**src/rtl/prescale_pkg.sv**
```systemverilog
package prescale_pkg;

  // Discarded slots sit at multiples of ceil(group_len / n_drop), up to n_drop of them.
  function automatic logic is_drop_slot(input int unsigned idx,
                                        input int unsigned group_len,
                                        input int unsigned n_drop);
    int unsigned step;
    step = (group_len + n_drop - 1) / n_drop;
    return ((idx % step) == 0) && ((idx / step) < n_drop);
  endfunction

  // Value that follows cur in a modulo-modulus count.
  function automatic int unsigned next_mod(input int unsigned cur,
                                           input int unsigned modulus);
    return (cur == modulus - 1) ? 0 : cur + 1;
  endfunction

endpackage

```
**src/rtl/edge_swallower.sv**
```systemverilog
module edge_swallower #(
  parameter int unsigned GROUP_LEN = 128,
  parameter int unsigned N_DROP    = 3
) (
  input  logic clk,
  input  logic rst,
  input  logic tick_i,
  input  logic hold_i,
  output logic accept_o,
  output logic drop_o
);
  import prescale_pkg::*;

  localparam int unsigned CW = $clog2(GROUP_LEN);

  logic [CW-1:0] slot_q;
  logic          live;

  assign live     = tick_i & ~hold_i;
  assign drop_o   = live & is_drop_slot(32'(slot_q), GROUP_LEN, N_DROP);
  assign accept_o = live & ~drop_o;

  always_ff @(posedge clk) begin
    if (rst)       slot_q <= '0;
    else if (live) slot_q <= CW'(next_mod(32'(slot_q), GROUP_LEN));
  end
endmodule

```
**src/rtl/mod_counter.sv**
```systemverilog
module mod_counter #(
  parameter int unsigned MODULUS = 32
) (
  input  logic clk,
  input  logic rst,
  input  logic en_i,
  output logic wrap_o
);
  import prescale_pkg::*;

  localparam int unsigned CW = $clog2(MODULUS);

  logic [CW-1:0] cnt_q;

  assign wrap_o = en_i & (cnt_q == CW'(MODULUS - 1));

  always_ff @(posedge clk) begin
    if (rst)       cnt_q <= '0;
    else if (en_i) cnt_q <= CW'(next_mod(32'(cnt_q), MODULUS));
  end
endmodule

```
**src/rtl/msec_prescaler.sv**
```systemverilog
module msec_prescaler #(
  parameter int unsigned GROUP_LEN = 128,
  parameter int unsigned N_DROP    = 3,
  parameter int unsigned DIV_RATIO = 32,
  parameter int unsigned SEC_INCS  = 1000
) (
  input  logic clk,
  input  logic rst,
  input  logic ref_tick,
  input  logic test_mode,
  output logic inc_pulse,
  output logic sec_mark
);
  // Named internal events, observed by the bound checker.
  logic accept_w;
  logic drop_w;
  logic div_wrap_w;
  logic inc_evt_w;
  logic sec_wrap_w;

  edge_swallower #(.GROUP_LEN(GROUP_LEN), .N_DROP(N_DROP)) u_swallow (
    .clk      (clk),
    .rst      (rst),
    .tick_i   (ref_tick),
    .hold_i   (test_mode),
    .accept_o (accept_w),
    .drop_o   (drop_w)
  );

  mod_counter #(.MODULUS(DIV_RATIO)) u_div (
    .clk    (clk),
    .rst    (rst),
    .en_i   (accept_w),
    .wrap_o (div_wrap_w)
  );

  assign inc_evt_w = test_mode ? ref_tick : div_wrap_w;

  mod_counter #(.MODULUS(SEC_INCS)) u_sec (
    .clk    (clk),
    .rst    (rst),
    .en_i   (inc_evt_w),
    .wrap_o (sec_wrap_w)
  );

  always_ff @(posedge clk) begin
    if (rst) begin
      inc_pulse <= 1'b0;
      sec_mark  <= 1'b0;
    end else begin
      inc_pulse <= inc_evt_w;
      sec_mark  <= sec_wrap_w;
    end
  end
endmodule

```
**config.mk**
```make
export PLATFORM = sky130hd
export DESIGN_NAME = msec_prescaler
export DESIGN_NICKNAME = d
export VERILOG_FILES = /design/src/rtl/prescale_pkg.sv /design/src/rtl/edge_swallower.sv /design/src/rtl/mod_counter.sv /design/src/rtl/msec_prescaler.sv
export SDC_FILE = /design/constraint.sdc
export NUM_CORES = 1
export LEC_CHECK = 0
export BUFFER_PORTS_ARGS = -buffer_cell sky130_fd_sc_hd__buf_2
export CAP_MARGIN = 15
export CORE_UTILIZATION = 34
export CTS_CLUSTER_SIZE = 10
export DETAILED_ROUTE_END_ITERATION = 12
export PLACE_DENSITY = 0.57
export SLEW_MARGIN = 40
export SYNTH_ARGS = -nofsm -noshare
export SYNTH_HDL_FRONTEND = slang
export SYNTH_SLANG_ARGS = --single-unit
```
**constraint.sdc**
```tcl
create_clock -name clk -period 7.5 [get_ports clk]
set_input_delay 0.75 -clock clk [delete_from_list [all_inputs] [get_ports clk]]
set_output_delay 0.75 -clock clk [all_outputs]
set_load 0.05 [all_outputs]
```
==> run summary, run 1 <==
The run finished with clean final reports. The tools report the final cell count without fillers as 336. The via density per instance works out to 5.93. The average routed wire per standard cell is 14.6 um. For this run, the leading register cell type out of synthesis is sky130_fd_sc_hd__dfxtp_1. In this run the cell area measured after placement is 2080 sq um. The synthesized netlist net count is 280. The post-CTS clock slew at the launch and capture registers of the worst setup and hold paths came out at 0.09 ns. The total overflow left after global routing is 0. Adding up every negative setup slack in the final design gives 0 ns. For the buffers inserted during post-CTS setup optimization, the log shows 0. Buffers placed on the I/O ports in this run total 5. Setup violations remaining at the end of the flow were counted as 0. The fraction of post-synthesis cell area in the top cell type by area was 23.7%. The maximum vdd ir drop is 0.0706 mV. The first global-routing pass estimated 8.45 mm of wire. The floorplan step defined a die boundary enclosing 6270 sq um. The number of H-tree branching levels was 1; the number of top-level design ports was 6. The clock root buffer master was sky130_fd_sc_hd__clkbuf_8. In the synthesized netlist, mux cells make up 4.88% of the area.

After Yosys synthesis, full adders, half adders and majority gates account for 4.94% of the synthesized area. The proportion of layout cells with a drive suffix above 1 was 8.71%; the final cell area excluding filler cells was 2140 sq um. The number of antenna violations at the first check in global routing came out at 0. The pre-antenna-repair detailed-routing pass consisted of 5 iterations. Number of gates given a new drive strength after cts: 0. After layout, the worst path uses 61.4% of the clock period. Ranked by total cell area, the synthesized netlist is headed by sky130_fd_sc_hd__dfxtp_1, sky130_fd_sc_hd__nand2_1, sky130_fd_sc_hd__ha_1. Yosys printed 0 warnings. The post-synthesis instance total is 268.

The clock reaches the later pin of the worst-skew pair after 0.26 ns. Cell taking the most area after synthesis: sky130_fd_sc_hd__dfxtp_1. On the critical path, the stage with the largest delay is an instance of sky130_fd_sc_hd__a221oi_1. The maximum fanout count along the critical path was 12; the data required time at the worst endpoint was 7.66 ns. The logs give 24.6% for the global routing usage on met2 and 3.63 mm for the half-perimeter wire length after placement. For the worst clock skew, the log shows 0.00566 ns. Number of flops mapped to enable cells by yosys: 0. The final net count is 278, and the remaining design rule violation count is 0. Static leakage power: 0.000753 uW. Final hold analysis gives a worst-case slack of 0.469 ns. The type of the most critical hold path was flop to flop. The run gives 332 as the number of cells after detailed placement. Counting along the longest clock path gives a buffer depth of 2.

Dividing total power by cell area gives a power density of 114 nW/um^2. The number of diodes was 0; the count of pins over their slew limit was 0. The logs give 5640 sq um for the core area and 27 for the number of cell rows. The synthesized-area fraction occupied by and/or/nand/nor cells is 33.0%. The number of hold-repair buffers added at the cts stage came out at 0.

Synthesis-to-layout area growth: 5.56%. At the pin with the least slew margin, the transition time is 0.611 ns. Yosys mapped the design onto 64 distinct sky130hd cell types.

The run gives 0 as the number of maximum-capacitance violations. Routability-driven placement finished with a final weighted congestion of 0.916. Element type at the critical path start: a flop. The post-synthesis cell area came out at 2030 sq um. The synthesized netlist devotes 26.9% of its cell area to compound gates. In the global route stage, met3 resource usage came out at 1.61%. For the number of buffers created by CTS, the log shows 3.

The critical path in this run is classified as flop to flop. Setup repair after global routing left no endpoint under its margin. The first routing iteration left 182 violations. The final count of hold timing violations is 0, and the largest incremental delay on the critical path is 0.50 ns. At the worst endpoint, the arrival time is 4.76 ns.

The number of flip-flops and latches in the synthesized netlist was 24. The total number of vias was 1994. Walking the worst path, the cells encountered are ha_1 -> o21a_1 -> o21ai_1 -> nand2_1 -> xor2_1 -> ha_1 -> or2_2 -> nand2_1 -> a21oi_1 -> a32o_1 -> a221oi_1 -> a32oi_1 -> nor4b_4 -> buf_4 -> a211oi_1 -> mux2_1. For this configuration, the core starts out at a cell density of 35.9%. For the pin count of the biggest net entering global routing, the log shows 20. The commonest cells after synthesis are sky130_fd_sc_hd__nand2_1, sky130_fd_sc_hd__dfxtp_1, sky130_fd_sc_hd__nor2_1. Of all flip-flops after synthesis, the portion carrying an async set or reset was 0%. The global-route total usage across every layer is 16.5%, and the die extent in x is 79.2 um.

The via count of the first global-routing pass was 1796. The clock drives 24 sinks. The floorplan die height is 79.2 um.

Number of routed nets with antenna violations: 0. The routed design could run at a clock period as short as 4.60 ns. The fraction of synthesized cell area in xor and xnor cells was 2.59%; the relative slew slack was 59.2%. The worst setup path is captured at a flop.

In this run the most used layer during global routing was met2. After synthesis, the largest family of logic cells by area is simple AND/OR/NAND/NOR gates. The most common cell in the netlist is sky130_fd_sc_hd__nand2_1. Derived from the worst setup path, the maximum achievable clock frequency is 217 MHz. The proportion of synthesized chip area in sequential cells was 23.7%. The average instance area after synthesis was 7.56 sq um.

In the global route stage, met1 resource usage came out at 24.3%. TritonCTS built the clock tree. The tools report the routed wire length as 4.90 mm.
==> final cells by class <==
cell class	count	area, sq um
Fill cell	590	3500
Inverter	6	22.5
Timing Repair Buffer	6	32.5
Sequential cell	24	480
Multi-Input combinational cell	225	1470
Clock buffer	3	41.3
Tap cell	72	90.1
==> logic make-up after synthesis <==
group	count (synthesis)
multiplexers	9
adder cells (fa/ha/maj)	8
flip-flops	24
XOR/XNOR	6
buffers and inverters	19
AND/OR/NAND/NOR	127
AO/OA/AOI/OAI	75
==> sequential cells by signal, indices dropped and copies added (netlist names) <==
name / count
u_swallow.slot_q: 7
inc_pulse: 1
u_sec.cnt_q: 10
sec_mark: 1
u_div.cnt_q: 5
==> layer usage <==
metal  share of wire [%]  vias to the layer above
met5                   0                        -
met3                 3.5                       14
met1                  51                      923
met2                  43                       58
met4                 2.1                        0
li1                    -                      999
==> cells in the final DEF (no fill, tap or decap), types with 4 or more instances in the layout <==
cell                        Yosys  routed
sky130_fd_sc_hd__ha_1           8       8
sky130_fd_sc_hd__inv_1          6       6
sky130_fd_sc_hd__o21ai_0        6       6
sky130_fd_sc_hd__nand3_1       13      13
sky130_fd_sc_hd__xnor2_1        4       4
sky130_fd_sc_hd__and2_1         5       5
sky130_fd_sc_hd__nor2_1        20      20
sky130_fd_sc_hd__buf_2          1       5
sky130_fd_sc_hd__a211oi_1       6       6
sky130_fd_sc_hd__nor2b_1        5       5
sky130_fd_sc_hd__mux2i_1        5       5
sky130_fd_sc_hd__o211ai_1       4       4
sky130_fd_sc_hd__nand2b_1       7       7
sky130_fd_sc_hd__a31oi_1        6       6
sky130_fd_sc_hd__nand2_1       38      38
sky130_fd_sc_hd__a21oi_1        9       9
sky130_fd_sc_hd__o22ai_1        5       5
sky130_fd_sc_hd__dfxtp_1       24      24
sky130_fd_sc_hd__or4_1          4       4
sky130_fd_sc_hd__nor3_1         7       7
sky130_fd_sc_hd__o2bb2ai_1      4       4
sky130_fd_sc_hd__and3_1         7       7
sky130_fd_sc_hd__o21ai_1        5       5
sky130_fd_sc_hd__a32oi_1        4       4
==> power by group <==
group	internal (uW)	total, uW	leakage [uW]	switching [uW]
sequential	131	136	0.000195	5.22
combinational	13.0	30.7	0.000537	17.7
clock	35.9	76.1	0.0000216	40.2
total	180	243	0.000753	63.1
==> worst max-delay path: cells and delay by family (launching register included) <==
family          cells  cell delay (ns)
simple gates        4             1.01
compound gates      7             1.68
fa+ha+maj           2             0.61
mux                 1             0.32
xor+xnor            1             0.20
flops               1             0.42
buf+inv             1             0.25
==> stage by stage <==
stage	power, uW	utilization [%]	setup slack [ns]
2_1_floorplan	163	-	3.75
3_3_place_gp	169	36.9	2.91
3_5_place_dp	169	36.9	2.82
4_1_cts	245	37.7	2.81
5_1_grt	254	37.9	2.65
6_report	243	37.9	2.90
==> worst paths after layout <==
kind / startpoint / to / slack (ns) / cells after the start
worst max register to register: u_swallow.slot_q[1] / u_sec.cnt_q[2] / 2.90 / 16
worst min-delay path: u_div.cnt_q[4] / u_div.cnt_q[4] / 0.47 / 2
worst min register to register: u_div.cnt_q[4] / u_div.cnt_q[4] / 0.47 / 2
worst max-delay path: u_swallow.slot_q[1] / u_sec.cnt_q[2] / 2.90 / 16
Power figures use the tool's default switching activity.
==> run 2: changes to the inputs <==
--- a/config.mk
+++ b/config.mk
@@ -10,7 +10,7 @@
 export CORE_UTILIZATION = 34
 export CTS_CLUSTER_SIZE = 10
 export DETAILED_ROUTE_END_ITERATION = 12
-export PLACE_DENSITY = 0.57
+export PLACE_DENSITY = 0.58
 export SLEW_MARGIN = 40
 export SYNTH_ARGS = -nofsm -noshare
 export SYNTH_HDL_FRONTEND = slang
==> constraint.sdc (replaced) <==
create_clock -name clk -period 3.7 [get_ports clk]
set_input_delay 0.37 -clock clk [delete_from_list [all_inputs] [get_ports clk]]
set_output_delay 0.37 -clock clk [all_outputs]
set_load 0.05 [all_outputs]
==> run summary, run 2 (synthesis gave the netlist of run 1 again) <==
The run finished with clean final reports. The count of pins over their slew limit was 0 (unchanged). The number of antenna violations at the first check in global routing came out at 0 (unchanged). The library cell used most frequently in the layout, excluding fill and tap cells, is sky130_fd_sc_hd__nand2_1.

Pin count of the biggest net entering global routing: 20 (unchanged). The half-perimeter wire length after placement is 3.96 mm (+8.9%), and the post-CTS clock slew at the launch and capture registers of the worst setup and hold paths is 0.10 ns (about the same). The run gives 6 (unchanged) as the number of top-level design ports. The setup path with the least slack is of type flop to flop. The worst setup path is captured at a flop. The floorplan die height works out to 79.2 um (unchanged). The cell count of the worst hold path was 2 (unchanged); the clock latency on the worst-skew pair was 0.28 ns (+0.02 ns). The routed wire length is 5.55 mm (+13%), and the static leakage power is 0.000913 uW (+21%). The number of hold-repair buffers added at the cts stage is 0 (unchanged), and the sum of internal, switching and leakage power is 612 uW (+150%). The tools report the floorplan die area as 6270 sq um (unchanged). The logs give 302 (+8.6%) for the final net count and 0 (unchanged) for the remaining design rule violation count. Maximum vdd ir drop: 0.165 mV (+130%).

The global-route total usage across every layer was 18.2% (+1.8 points). The data required time at the worst endpoint is 3.88 ns (-3.78 ns), and the slew at the pin with the worst max-slew slack is 0.530 ns (-0.0811 ns). The final period demand of the worst path is 3.51 ns (-1.09 ns), and the die extent in x is 79.2 um (unchanged). The number of inserted filler cells in the final layout was 565 (-4.2%). The maximum fanout count along the critical path works out to 7 (-5). Element type at the critical path start: a flop.

TritonCTS built the clock tree. The number of buffers created by CTS is 3 (unchanged). The upper clock frequency limit is 285 MHz (+31%). The worst hold margin is 0.479 ns (+0.0106 ns).

The average routed wire per standard cell is 15.4 um (+5.3%). The logs give 5 (unchanged) for the detailed-router iteration count before antenna repair and 8.98 mm (+6.4%) for the first-pass GRT wire length. The tools report the total congestion overflow after global routing as 0 (unchanged).

The number of flip-flops under the largest register name was 10 (unchanged). For the number of diodes, the log shows 0 (unchanged). The routability-driven placement congestion ratio came out at 0.881 (-3.8%). The post-placement cell area is 2220 sq um (+6.6%), and the power density over the cells is 249 nW/um^2 (+120%). Number of routed nets with antenna violations: 0 (unchanged). In the layout the commonest cells are sky130_fd_sc_hd__nand2_1, sky130_fd_sc_hd__buf_4, sky130_fd_sc_hd__dfxtp_1, sky130_fd_sc_hd__nor2_1, sky130_fd_sc_hd__nand3_1. The tools report the relative slew slack as 64.4% (+5.2 points).

The run gives 5640 sq um (unchanged) as the core area. For the total number of vias, the log shows 2093 (+5.0%). The register name with the most flops was u_sec.cnt_q. Share of the cycle needed by the critical path after routing: 94.9% (+34 points). The number of input and output port buffers inserted is 5 (unchanged), and the final cell area excluding filler cells is 2450 sq um (+15%). Worst clock skew: 0.00399 ns (-0.00167 ns). The proportion of layout cells with a drive suffix above 1 came out at 22.1% (+13 points).

Relative to the synthesized area, the layout overhead comes to 21.1%. The number of sinks driven by the clock tree was 24 (unchanged); the via density per instance was 5.80 (-2.3%). For the number of H-tree branching levels, the log shows 1 (unchanged).

The DRC violation total after the first TritonRoute iteration came out at 136 (-25%). For the total negative setup slack, the log shows 0 ns (unchanged). The deepest clock path buffer count was 2 (unchanged). The type of the most critical hold path was flop to flop.

The clock root buffer master was sky130_fd_sc_hd__clkbuf_8. The cell count of the worst reg-to-reg path was 17 (+1). The arrival time at the worst endpoint is 3.69 ns (-1.07 ns), and the number of maximum-capacitance violations is 0 (unchanged).

The largest registers in the layout are u_sec.cnt_q: 10 flops, u_swallow.slot_q: 7 flops, u_div.cnt_q: 5 flops. The via count of the first global-routing pass was 1890 (+5.2%). The run gives 35.9% (unchanged) as the starting density of the core. The final count of hold timing violations is 0 (unchanged). The number of cell rows is 27 (unchanged), and the count of final setup violators is 0 (unchanged).
## run 2: final cells by class
type | count | area (sq um) | share of cell area (%)
Clock buffer | 3 | 41.3 | 1.68
Inverter | 6 | 22.5 | 0.917
Clock inverter | 1 | 30.0 | 1.22
Multi-Input combinational cell | 225 | 1540 | 62.8
Sequential cell | 24 | 487 | 19.8
Timing Repair Buffer | 30 | 243 | 9.89
Tap cell | 72 | 90.1 | 3.67
## run 2: what timing repair did
item                                    in CTS  in global routing
endpoints found under the setup margin       0                 17
setup buffers                                0                  9
gates resized for setup                      0                 17
## run 2: routing by layer
| metal | vias to the layer above | part of all wire (%) | global-route usage [%] |
|---|---|---|---|
| met5 | - | 0 | 0 |
| met4 | 0 | 1.1 | 5.45 |
| li1 | 1049 | - | - |
| met3 | 5 | 4.5 | 1.84 |
| met1 | 978 | 48 | 24.3 |
| met2 | 61 | 46 | 30.8 |
## run 2: path summary, 6_finish.rpt
| check | from | slack [ns] | to |
|---|---|---|---|
| min | u_div.cnt_q[4] | 0.48 | u_div.cnt_q[4] |
| max reg2reg | u_swallow.slot_q[1] | 0.19 | u_sec.cnt_q[2] |
| min reg2reg | u_div.cnt_q[4] | 0.48 | u_div.cnt_q[4] |
| max | u_swallow.slot_q[1] | 0.19 | u_sec.cnt_q[2] |
## run 2: where the power goes
| part | internal, uW | switching, uW | total (uW) |
|---|---|---|---|
| combinational | 46.5 | 47.5 | 94.0 |
| sequential | 266 | 8.79 | 275 |
| clock | 145 | 98.3 | 243 |
| total | 457 | 155 | 612 |
## run 2: per-stage QoR
stage	utilization [%]	setup WS [ns]	cells
finish	43.5	0.190	361
global route	43.5	-0.00918	361
CTS	40.7	0.0478	351
detailed placement	39.4	0.0643	347
global placement	39.4	0.138	347
floorplan	-	0.0254	268
## run 2: critical path, stage by stage, from the launching register on
cell and delay [ns]:
sky130_fd_sc_hd__dfxtp_4 0.37, sky130_fd_sc_hd__ha_2 0.18, sky130_fd_sc_hd__o21a_1 0.23, sky130_fd_sc_hd__o21ai_2 0.18
sky130_fd_sc_hd__nand2_2 0.08, sky130_fd_sc_hd__xor2_1 0.15, sky130_fd_sc_hd__ha_2 0.17, sky130_fd_sc_hd__or2_4 0.25
sky130_fd_sc_hd__nand2_2 0.06, sky130_fd_sc_hd__a21oi_1 0.06, sky130_fd_sc_hd__a32o_2 0.29, sky130_fd_sc_hd__a221oi_4 0.33
sky130_fd_sc_hd__a32oi_2 0.17, sky130_fd_sc_hd__nor4b_4 0.21, sky130_fd_sc_hd__buf_4 0.18, sky130_fd_sc_hd__buf_12 0.12
sky130_fd_sc_hd__a211oi_2 0.06, sky130_fd_sc_hd__mux2_1 0.33
==> run 3: changes to the inputs <==
--- a/config.mk
+++ b/config.mk
@@ -5,12 +5,13 @@
 export SDC_FILE = /design/constraint.sdc
 export NUM_CORES = 1
 export LEC_CHECK = 0
+export ABC_AREA = 1
 export BUFFER_PORTS_ARGS = -buffer_cell sky130_fd_sc_hd__buf_2
 export CAP_MARGIN = 15
 export CORE_UTILIZATION = 34
 export CTS_CLUSTER_SIZE = 10
 export DETAILED_ROUTE_END_ITERATION = 12
-export PLACE_DENSITY = 0.58
+export PLACE_DENSITY = 0.59
 export SLEW_MARGIN = 40
 export SYNTH_ARGS = -nofsm -noshare
 export SYNTH_HDL_FRONTEND = slang
==> run summary, run 3 <==
The clock latency on the worst-skew pair is 0.27 ns (about the same). The root buffer cell chosen for the clock tree is sky130_fd_sc_hd__clkbuf_8. The static leakage power came out at 0.000840 uW (-8.1%).

The data required time at the worst endpoint is 3.85 ns (-0.03 ns). The number of flip-flops and latches in the synthesized netlist was 24 (unchanged). Relative to the synthesized area, the layout overhead comes to 7.39%. The first-pass GRT wire length was 6.98 mm (-22%). sky130_fd_sc_hd__dfxtp_1 takes more of the synthesized area than any other cell. The number of maximum-capacitance violations is 0 (unchanged), and the post-synthesis instance total is 286 (+6.7%). The maximum fanout count along the critical path is 12 (+5), and the slew at the pin with the worst max-slew slack is 0.764 ns (+0.234 ns).

Number of top-level design ports: 6 (unchanged). The proportion of layout cells with a drive suffix above 1 is 12.4% (-9.7 points). Async set-or-reset flop fraction in the synthesized netlist: 0% (unchanged). Setup repair after global routing left no endpoint under its margin. The most used flip-flop cell after synthesis is sky130_fd_sc_hd__dfxtp_1.

The cell count of the worst reg-to-reg path was 23 (+6). The tools report the final net count as 303 (+0.33%). Total negative setup slack: 0 ns (unchanged). The number of routed nets with antenna violations was 0 (unchanged); the number of H-tree branching levels was 1 (unchanged). Register name with the most flops: u_sec.cnt_q. The fraction of post-synthesis cell area in the top cell type by area is 26.5% (+2.8 points). The critical path is of the flop to flop type. Register cell area after layout: 480 sq um (-1.3%).

The power density over the cells works out to 251 nW/um^2 (+0.88%). The number of antenna violations at the first check in global routing was 0 (unchanged). The tools report the routed wire length as 3.92 mm (-29%). The kind of end point of the critical path is a flop. The floorplan die area came out at 5620 sq um (-10%). The logs give 3.26 ns (-0.43 ns) for the arrival time at the worst endpoint and 0.00332 ns (-0.000674 ns) for the worst clock skew.

Sorting the synthesized cells by area gives the leading types as sky130_fd_sc_hd__dfxtp_1, sky130_fd_sc_hd__nand2_1, sky130_fd_sc_hd__nand3_1. The logs give 35.5% (-0.46 points) for the starting density of the core and 571 (+1.1%) for the number of inserted filler cells in the final layout. The post-placement cell area is 1890 sq um (-15%), and the maximum vdd ir drop is 0.161 mV (-2.3%). The run gives 4 (-1) as the detailed-router iteration count before antenna repair. The library cells used most frequently in the layout, excluding fill and tap cells, are sky130_fd_sc_hd__nand2_1, sky130_fd_sc_hd__nand3_1, sky130_fd_sc_hd__inv_1, sky130_fd_sc_hd__nor2_1, sky130_fd_sc_hd__dfxtp_1. The routability-driven placement congestion ratio is 0.865 (-1.8%), and the proportion of synthesized chip area in sequential cells is 26.5% (+2.8 points). The number of gates given a new drive strength after cts was 0 (unchanged); the number of flops mapped to enable cells by yosys was 0 (unchanged). Floorplan die height: 75.0 um (-5.3%). The post-synthesis cell area was 1810 sq um (-11%); the number of input and output port buffers inserted was 5 (unchanged). The tools report the number of hold-repair buffers added at the cts stage as 0 (unchanged). The via density per instance came out at 4.84 (-17%). The number of cell rows came out at 26 (-3.7%). The library cell used most frequently in the layout, excluding fill and tap cells, is sky130_fd_sc_hd__nand2_1. The post-CTS clock slew at the launch and capture registers of the worst setup and hold paths is 0.09 ns (about the same), and the final cell area excluding filler cells is 1950 sq um (-21%).

The flow ran to the end, and the final reports show no timing, DRC or antenna violations. End-of-flow core utilization: 38.1% (-5.4 points). For the synthesized netlist net count, the log shows 298 (+6.4%). The logs give 1160 sq um (-25%) for the multi-input gate area in the final layout and 87 (-36%) for the DRC violation total after the first TritonRoute iteration.

Remaining design rule violation count: 0 (unchanged). The die extent in x works out to 75.0 um (-5.3%). The count of pins over their slew limit came out at 0 (unchanged). The count of synthesis-stage warnings from yosys was 0 (unchanged). TritonCTS built the clock tree. Most common cell in the netlist: sky130_fd_sc_hd__nand2_1. Counting instances in the post-synthesis netlist gives the leading cell types as sky130_fd_sc_hd__nand2_1, sky130_fd_sc_hd__nand3_1, sky130_fd_sc_hd__inv_1. The tools report the pin count of the biggest net entering global routing as 19 (-5.0%). The tools report the upper clock frequency limit as 322 MHz (+13%). The run gives 3.03 mm (-23%) as the half-perimeter wire length after placement.

The core area was 5110 sq um (-9.5%). Number of library cell types mapped by synthesis: 33 (-48%). The count of final setup violators was 0 (unchanged). The number of diodes is 0 (unchanged), and the worst hold margin is 0.486 ns (+0.00642 ns).

The average instance area after synthesis works out to 6.33 sq um (-16%). The global-route total usage across every layer was 15.8% (-2.4 points); the final count of hold timing violations was 0 (unchanged). For the via count of the first global-routing pass, the log shows 1565 (-17%). STA classifies the critical path startpoint as a flop. Number of sinks driven by the clock tree: 24 (unchanged). The average routed wire per standard cell was 10.9 um (-29%). The tools report the buffers inserted during post-CTS setup optimization as 0 (unchanged). The final period demand of the worst path was 3.11 ns (-0.401 ns); the relative slew slack was 48.6% (-16 points). Total congestion overflow after global routing: 0 (unchanged).

The largest registers in the layout are u_sec.cnt_q: 10 flops, u_swallow.slot_q: 7 flops, u_div.cnt_q: 5 flops. The min-delay analysis places its worst path in the category primary input to flop. For the deepest clock path buffer count, the log shows 2 (unchanged). The share of the cycle needed by the critical path after routing works out to 84.1% (-11 points).

The tools report the number of buffers created by CTS as 3 (unchanged). The number of flip-flops under the largest register name is 10 (unchanged), and the cell count of the worst hold path is 2 (unchanged). The run gives 1742 (-17%) as the total number of vias.
## run 3: logic make-up after synthesis
family                     Yosys count  synth area share (%)
and+or+nand+nor                    166                  42.7
adders and majority gates            8                  5.53
xor gates and xnor gates             9                  4.35
DFF                                 24                  26.5
buffers and inverters               41                  9.53
AOI/OAI and AO/OA                   38                  11.3
## run 3: path summary, 6_finish.rpt
path / start / endpoint / slack (ns)
worst max-delay path: u_swallow.slot_q[1] / u_sec.cnt_q[3] / 0.59
worst min-delay path: rst / u_sec.cnt_q[5] / 0.49
worst max register to register: u_swallow.slot_q[1] / u_sec.cnt_q[3] / 0.59
worst min register to register: u_div.cnt_q[3] / u_div.cnt_q[3] / 0.49
## run 3: critical path, stage by stage, from the launching register on
cell and delay, ns:
sky130_fd_sc_hd__dfxtp_1 0.46, sky130_fd_sc_hd__ha_1 0.30, sky130_fd_sc_hd__inv_1 0.06, sky130_fd_sc_hd__nand2_1 0.08, sky130_fd_sc_hd__nand3_1 0.14, sky130_fd_sc_hd__nand3_4 0.16
sky130_fd_sc_hd__nand2_1 0.08, sky130_fd_sc_hd__nand2_1 0.08, sky130_fd_sc_hd__inv_1 0.04, sky130_fd_sc_hd__ha_1 0.19, sky130_fd_sc_hd__inv_1 0.06, sky130_fd_sc_hd__nand3_1 0.11
sky130_fd_sc_hd__nand2_2 0.10, sky130_fd_sc_hd__nand2_1 0.07, sky130_fd_sc_hd__nand2_1 0.10, sky130_fd_sc_hd__nand3_1 0.07, sky130_fd_sc_hd__nand2_1 0.07, sky130_fd_sc_hd__nand3_1 0.07
sky130_fd_sc_hd__nor2_2 0.10, sky130_fd_sc_hd__nand3_2 0.08, sky130_fd_sc_hd__nand3_2 0.18, sky130_fd_sc_hd__nand2_2 0.19, sky130_fd_sc_hd__nand2_1 0.12, sky130_fd_sc_hd__a21oi_1 0.06
## run 3: metrics by stage
stage                     setup slack (ns)  instances  total power (uW)
after global routing                 0.171        360               512
after CTS                            0.601        360               496
after detailed placement             0.607        356               315
after floorplan                       1.11        286               306
after global placement               0.644        356               315
final                                0.590        360               489
## run 3: layout make-up
class | count | area share [%]
Multi-Input combinational cell | 221 | 59.5
Sequential cell | 24 | 24.7
Inverter | 35 | 6.75
Tap cell | 70 | 4.50
Clock buffer | 4 | 2.83
Timing Repair Buffer | 6 | 1.67
## run 3: layer usage
metal  track usage (%)  part of all wire [%]  vias up
li1                  -                     -      938
met1              23.8                    54      766
met2              23.5                    42       33
met3              1.61                   3.0        5
met4              4.61                   1.3        0
met5                 0                     0        -
## run 3: where the power goes
group          total [uW]  leakage [uW]  switching [uW]  internal, uW
combinational        40.1      0.000617            26.7          13.4
sequential            268      0.000194            5.04           263
clock                 181     0.0000288            85.9          95.1
total                 489      0.000840             118           372
